$ cat src/rtl/pairspare_pkg.sv
package pairspare_pkg;
  localparam int NPAIRS    = 2;
  localparam int SEL_W     = 1;
  localparam int IDX_MAIN  = 0;
  localparam int IDX_SPARE = 1;

  typedef enum logic [1:0] {
    PS_ON_MAIN  = 2'd0,
    PS_ON_SPARE = 2'd1,
    PS_HALTED   = 2'd2
  } ps_state_e;
endpackage

$ cat src/rtl/ps_pair_compare.sv
module ps_pair_compare #(
  parameter int DW = 32
) (
  input  logic          clk,
  input  logic          rst_n,
  input  logic [DW-1:0] prim_data,
  input  logic          prim_valid,
  input  logic [DW-1:0] chk_data,
  input  logic          chk_valid,
  output logic [DW-1:0] dly_data,
  output logic          dly_valid,
  output logic          miscmp,
  output logic          untrusted
);
  logic [DW-1:0] skew_data_q;
  logic          skew_valid_q;
  logic          bad_q;

  // realign primary with the one-cycle-late checker
  always_ff @(posedge clk or negedge rst_n) begin
    if (!rst_n) begin
      skew_data_q  <= '0;
      skew_valid_q <= 1'b0;
    end else begin
      skew_data_q  <= prim_data;
      skew_valid_q <= prim_valid;
    end
  end

  always_comb begin
    miscmp = skew_valid_q && chk_valid && (skew_data_q != chk_data);
  end

  // sticky retirement of both members
  always_ff @(posedge clk or negedge rst_n) begin
    if (!rst_n) bad_q <= 1'b0;
    else if (miscmp) bad_q <= 1'b1;
  end

  assign dly_data  = skew_data_q;
  assign dly_valid = skew_valid_q && chk_valid;
  assign untrusted = bad_q;
endmodule

$ cat src/rtl/ps_switch_ctrl.sv
module ps_switch_ctrl
  import pairspare_pkg::*;
(
  input  logic              clk,
  input  logic              rst_n,
  input  logic [NPAIRS-1:0] miscmp,
  input  logic [NPAIRS-1:0] untrusted,
  output logic [SEL_W-1:0]  sel,
  output logic              fatal,
  output logic              switch_pulse
);
  ps_state_e state_q, state_d;
  logic [SEL_W-1:0] sel_q, sel_d;
  logic pulse_q, pulse_d;

  always_comb begin
    state_d = state_q;
    sel_d   = sel_q;
    pulse_d = 1'b0;
    unique case (state_q)
      PS_ON_MAIN: begin
        if (miscmp[IDX_MAIN]) begin
          if (!untrusted[IDX_SPARE] && !miscmp[IDX_SPARE]) begin
            state_d = PS_ON_SPARE;
            sel_d   = SEL_W'(IDX_SPARE);
            pulse_d = 1'b1;
          end else begin
            state_d = PS_HALTED;
          end
        end
      end
      PS_ON_SPARE: begin
        if (miscmp[IDX_SPARE]) state_d = PS_HALTED;
      end
      default: state_d = PS_HALTED;
    endcase
  end

  always_ff @(posedge clk or negedge rst_n) begin
    if (!rst_n) begin
      state_q <= PS_ON_MAIN;
      sel_q   <= SEL_W'(IDX_MAIN);
      pulse_q <= 1'b0;
    end else begin
      state_q <= state_d;
      sel_q   <= sel_d;
      pulse_q <= pulse_d;
    end
  end

  assign sel          = sel_q;
  assign fatal        = (state_q == PS_HALTED);
  assign switch_pulse = pulse_q;
endmodule

$ cat src/rtl/ps_out_mux.sv
module ps_out_mux
  import pairspare_pkg::*;
#(
  parameter int DW = 32
) (
  input  logic [NPAIRS-1:0][DW-1:0] dly_data,
  input  logic [NPAIRS-1:0]         dly_valid,
  input  logic [NPAIRS-1:0]         miscmp,
  input  logic [SEL_W-1:0]          sel,
  input  logic                      fatal,
  output logic [DW-1:0]             out_data,
  output logic                      out_valid
);
  always_comb begin
    out_data  = dly_data[sel];
    out_valid = dly_valid[sel] && !miscmp[sel] && !fatal;
  end
endmodule

$ cat src/rtl/pairspare_lockstep.sv
module pairspare_lockstep
  import pairspare_pkg::*;
#(
  parameter int DW = 32
) (
  input  logic                      clk,
  input  logic                      rst_n,
  input  logic [NPAIRS-1:0][DW-1:0] prim_data,
  input  logic [NPAIRS-1:0]         prim_valid,
  input  logic [NPAIRS-1:0][DW-1:0] chk_data,
  input  logic [NPAIRS-1:0]         chk_valid,
  output logic [DW-1:0]             out_data,
  output logic                      out_valid,
  output logic [SEL_W-1:0]          active_sel,
  output logic [NPAIRS-1:0]         pair_untrusted,
  output logic                      switch_pulse,
  output logic                      fatal
);
  logic [NPAIRS-1:0][DW-1:0] dly_data;
  logic [NPAIRS-1:0]         dly_valid;
  logic [NPAIRS-1:0]         miscmp;

  for (genvar p = 0; p < NPAIRS; p++) begin : g_pair
    ps_pair_compare #(.DW(DW)) cmp_i (
      .clk        (clk),
      .rst_n      (rst_n),
      .prim_data  (prim_data[p]),
      .prim_valid (prim_valid[p]),
      .chk_data   (chk_data[p]),
      .chk_valid  (chk_valid[p]),
      .dly_data   (dly_data[p]),
      .dly_valid  (dly_valid[p]),
      .miscmp     (miscmp[p]),
      .untrusted  (pair_untrusted[p])
    );
  end

  ps_switch_ctrl ctrl_i (
    .clk          (clk),
    .rst_n        (rst_n),
    .miscmp       (miscmp),
    .untrusted    (pair_untrusted),
    .sel          (active_sel),
    .fatal        (fatal),
    .switch_pulse (switch_pulse)
  );

  ps_out_mux #(.DW(DW)) mux_i (
    .dly_data  (dly_data),
    .dly_valid (dly_valid),
    .miscmp    (miscmp),
    .sel       (active_sel),
    .fatal     (fatal),
    .out_data  (out_data),
    .out_valid (out_valid)
  );
endmodule

$ cat config.mk
export PLATFORM = sky130hd
export DESIGN_NAME = pairspare_lockstep
export DESIGN_NICKNAME = d
export VERILOG_FILES = /design/src/rtl/pairspare_pkg.sv /design/src/rtl/ps_pair_compare.sv /design/src/rtl/ps_switch_ctrl.sv /design/src/rtl/ps_out_mux.sv /design/src/rtl/pairspare_lockstep.sv
export SDC_FILE = /design/constraint.sdc
export NUM_CORES = 1
export LEC_CHECK = 0
export BUFFER_PORTS_ARGS = -buffer_cell sky130_fd_sc_hd__buf_2
export CAP_MARGIN = 20
export CORE_MARGIN = 2
export CORE_UTILIZATION = 44
export CTS_CLUSTER_SIZE = 8
export DETAILED_ROUTE_END_ITERATION = 10
export PLACE_DENSITY = 0.91
export SLEW_MARGIN = 0
export SYNTH_ARGS = -nofsm -noshare
export SYNTH_HDL_FRONTEND = slang
export SYNTH_SLANG_ARGS = --single-unit
$ cat constraint.sdc
create_clock -name clk -period 2.2 [get_ports clk]
set_clock_uncertainty 0.05 [all_clocks]
set_input_delay 0.44 -clock clk [delete_from_list [all_inputs] [get_ports clk]]
set_output_delay 0.44 -clock clk [all_outputs]
set_load 0.01 [all_outputs]
Word-level counts from Yosys, hierarchy flattened
Cells that the tools add are included.
Widths: inputs -> output; s select.

cells by class
  order comparisons = 1
  equal/unequal tests = 6
  multiplexer cells = 13
  reduce and logical (&&, ||, !) cells = 14

operators with widths
  cell                number
  $mux 32             2
  $ne 32x32->1        2
  $logic_and 1x1->1   7
  $mux 1              7
  $mux 2              3
  $logic_not 1->1     4
  $ne 2x2->1 const B  2
  $pmux 2 s2          1
  $reduce_and 3->1    1
  $eq 2x1->1 const B  1
  $eq 2x2->1 const B  1
  $logic_not 2->1     1
  $lt 1x2->1 const B  1
  $reduce_and 2->1    1

word-level totals
  bits in registers = 72
  bits of input ports = 134
  output and inout bits = 38

Logic depth before layout (Yosys ltp)
  word-level depth = 7
  mapped depth = 5

Modules after synthesis
A second synthesis with hierarchy kept.

second synthesis, totals
  cells, all modules = 210
  area total of the unflattened synthesis = 3,014.1 µm²

by module, submodules not included
  module           times used  cells each  area each (µm²)  sequential area each (µm²)
  ps_pair_compare  2           79          1,213.7          850.8
  ps_out_mux       1           39          419.2            0.0
  ps_switch_ctrl   1           13          167.7            100.1

Worst setup path after synthesis
OpenSTA, ideal clock, no wires.

  path kind = input to output
  start = input port chk_data[23] (netlist name)
  end = output port out_valid
  arrival time = 1.755 ns
  slack = -0.045 ns
  stages on the path = 5
  path buffers = 0
  cells stage by stage = xor2_1 -> nor4_1 -> nand4_1 -> or4_1 -> a21oi_1

between the ends
  word-level cells in the longest chain between the ends = 7

RTL lines
  element                                    line                      text
  start, declared                            pairspare_lockstep.sv:10  input logic [NPAIRS-1:0][DW-1:0] chk_data,
  $ne 32x32->1                               ps_pair_compare.sv:31     miscmp = skew_valid_q && chk_valid && (skew_data_q != chk_data);
  $logic_and 1x1->1                          ps_pair_compare.sv:31
  $mux 1 (not written as such) (2 in a row)  ps_out_mux.sv:16          out_valid = dly_valid[sel] && !miscmp[sel] && !fatal;
  $logic_not 1->1                            ps_out_mux.sv:16
  $logic_and 1x1->1 (2 in a row)             ps_out_mux.sv:16
  end, declared                              pairspare_lockstep.sv:13  output logic out_valid,

Every way passes these cells. The select of a mux whose other input is x is not followed.

Final worst setup path
  start = register g_pair[0].cmp_i.skew_data_q[23]
  end = output port out_valid

between the ends
  word-level cells in the longest chain between the ends = 7

RTL lines
  element                                    line                   text
  start, declared                            ps_pair_compare.sv:15  logic [DW-1:0] skew_data_q;
  start signal, assigned                     ps_pair_compare.sv:25  skew_data_q <= prim_data;
  $ne 32x32->1                               ps_pair_compare.sv:31
  $logic_and 1x1->1                          ps_pair_compare.sv:31
  $mux 1 (not written as such) (2 in a row)  ps_out_mux.sv:16
  $logic_not 1->1                            ps_out_mux.sv:16
  $logic_and 1x1->1 (2 in a row)             ps_out_mux.sv:16

Every way passes these cells. The select of a mux whose other input is x is not followed.

==> impl_metrics.json <==
{
  "ir_worst_vdd_mv": 0.412,
  "coreArea_sq_um": 6720,
  "slew_headroom": 0.396,
  "final_area_sq_um": 4200,
  "clock_latency_ps": 330,
  "synth_top_area_cell": "dfrtp_1",
  "yosys_warnings": 0,
  "synth_top_area_share": 0.599,
  "n_fill_cell": 545,
  "io_pins": 172,
  "antenna_found_initial": 0,
  "cts_made_buffers": 9,
  "power.density_nw_per_um2": 638,
  "htreeDepth": 3,
  "grt_pass1_vias": 2477,
  "final_nets": 537,
  "firstDrtPassIters": 4,
  "drv_slew": 0,
  "ff_latch_area_sq_um": 1800,
  "yosysSeqAreaShare": 0.599,
  "die_area_sq_um": 7510,
  "setup_violations": 1,
  "wirelength_um": 7900,
  "place_area_sq_um": 4020,
  "cts_setup_buffers": 0,
  "cts-root-buf": "clkbuf_8",
  "critical_path.max_fanout": 2,
  "hold_viol": 0,
  "status": "finished with violations",
  "fin_crit_sh": 1.25,
  "r2r_start": "g_pair[0].cmp_i.dly_data[23]",
  "drtIter0Drc": 137,
  "vias": 2307,
  "area_growth_pct": 39.6,
  "drive_above_1_share": 0.575,
  "setup_tns_ps": -544,
  "grt_max_degree": 73,
  "postSynthAreaPerCell_sq_um": 13.9,
  "crit_path_end_kind": "output pin",
  "multi_input_area_sq_um": 1190,
  "power.leakage_uw": 0.00203,
  "ys_types": 24,
  "cts_buffer_depth": 2,
  "cts_tree": "built",
  "die_width_um": 86.7,
  "initial_core_util": 0.447,
  "synth_cells": 216,
  "synth_seq_cells": 72,
  "required_ps": 1710,
  "fp-row-count": 30,
  "synth-async-reset-ratio": 1.00,
  "fin_crit_ps": 2740,
  "wl_per_cell_um": 16.3,
  "synth-edff-count": 0,
  "drv_cap": 0,
  "final_cell_mix": "buf_2, dfrtp_1, mux2_2, xnor2_1, xor2_1",
  "hp-class": "in -> async",
  "rsz0062_at_grt": "true",
  "dp_hpwl_um": 6350,
  "arrival_ps": 2250,
  "max_freq_mhz": 364,
  "worst_slack_ps": -544,
  "violations": "setup timing",
  "clkTransAtPathRegs_ps": 70,
  "drtAntennaViolNets": 0,
  "drc_errors": 0,
  "io_buffers": 171,
  "rr_endpoint": "ctrl_i.state_q[1]",
  "grt_pass1_wl_um": 11700,
  "num_antenna_cells": 0,
  "worst_setup_path_start_kind": "flop",
  "dieHeight_um": 86.7,
  "final_common_cell": "buf_2",
  "avgViaCountPerCell": 4.76,
  "synth.area.top_cells": "dfrtp_1, mux2_2, xnor2_1, xor2_1, nand4_1",
  "syn-cell-area_sq_um": 3010,
  "cts_sinks": 72,
  "p_total_uw": 2680,
  "tightest_slew_ps": 905,
  "globalplace.congestion": 0.791,
  "reg2reg_slack_ps": 150,
  "overflow": 0,
  "path_class": "reg -> out",
  "rr_worst_depth": 7,
  "synth_fp_nets": 350,
  "track_usage": 0.210,
  "synthFlopType": "dfrtp_1"
}
==> metrics by stage <==
stage | util | hold slack [ps] | instances | setup WS, ps
after floorplan | - | 94.4 | 216 | 33.9
after global placement | 0.598 | 404 | 472 | -523
after detailed placement | 0.598 | 404 | 472 | -431
after CTS | 0.624 | 151 | 485 | -558
after global routing | 0.625 | 144 | 485 | -654
final | 0.625 | 154 | 485 | -544
==> how the worst max path moves through the flow <==
stage | startpoint | to | slack [ps]
after floorplan | chk_data[21] | out_valid | 30
after global placement | chk_data[14] | out_valid | -520
after detailed placement | chk_data[14] | out_valid | -430
after CTS | g_pair[0].cmp_i.dly_data[23] | out_valid | -560
after global routing | g_pair[0].cmp_i.dly_data[0] | out_valid | -650
final | g_pair[0].cmp_i.dly_data[23] | out_valid | -540
==> per-layer routing <==
metal	vias to the layer above	routed length, um	GRT usage
met4	0	101	0.0611
met3	11	534	0.0571
met2	104	4230	0.379
met5	-	0	0
li1	1115	-	-
met1	1077	3040	0.242
==> flip-flops by register name, summed over array words and instances (netlist names) <==
name,cells
g_pair.cmp_i.dly_data,64
ctrl_i.state_q,2
g_pair.cmp_i.skew_valid_q,2
g_pair.cmp_i.untrusted,2
ctrl_i.sel,1
ctrl_i.switch_pulse,1
==> kinds of logic after synthesis <==
group	after synthesis	share of synthesized area
AO/OA/AOI/OAI	8	0.0191
buffers and inverters	8	0.0129
XOR/XNOR	64	0.186
AND/OR/NAND/NOR	32	0.0624
flip-flops	72	0.599
multiplexers	32	0.120
==> power breakdown <==
part / internal, uW / leakage (uW) / switching (uW)
registers: 1390 / 0.000832 / 43.5
clock network: 452 / 0.0000842 / 438
logic: 199 / 0.00111 / 161
==> worst max-delay path, cell delays in order (launching register included) <==
cell	delay [ps]
dfrtp_1	390
xor2_1	150
nor4_1	310
buf_4	170
nand4_1	180
or4_4	480
a21oi_2	130
buf_2	140
==> synth_stat cells (2+ instances only) <==
| master | instances |
|---|---|
| xor2_1 | 32 |
| or4_1 | 2 |
| nand4_1 | 10 |
| dfrtp_1 | 72 |
| nor4_1 | 10 |
| inv_1 | 2 |
| nor2_1 | 3 |
| buf_4 | 2 |
| nand2_1 | 2 |
| xnor2_1 | 32 |
| mux2_2 | 32 |
| a21oi_1 | 2 |
| or2_2 | 2 |
| clkbuf_1 | 3 |
==> final cells by class <==
type                    count  share of cell area
flip-flops and latches     72               0.429
multi-input cells         136               0.283
repair buffers            182               0.224
clock buffers              12              0.0370
well taps                  80              0.0239
inverters                   2             0.00179
clock inverters             1             0.00119
==> repair_timing <==
| action | CTS | global route |
|---|---|---|
| pin swaps | 4 | 2 |
| gates resized for setup | 2 | 1 |
| hold buffers | 0 | 0 |
| setup endpoints to repair | 1 | 1 |
No activity file was read; power rests on OpenSTA's default activity.
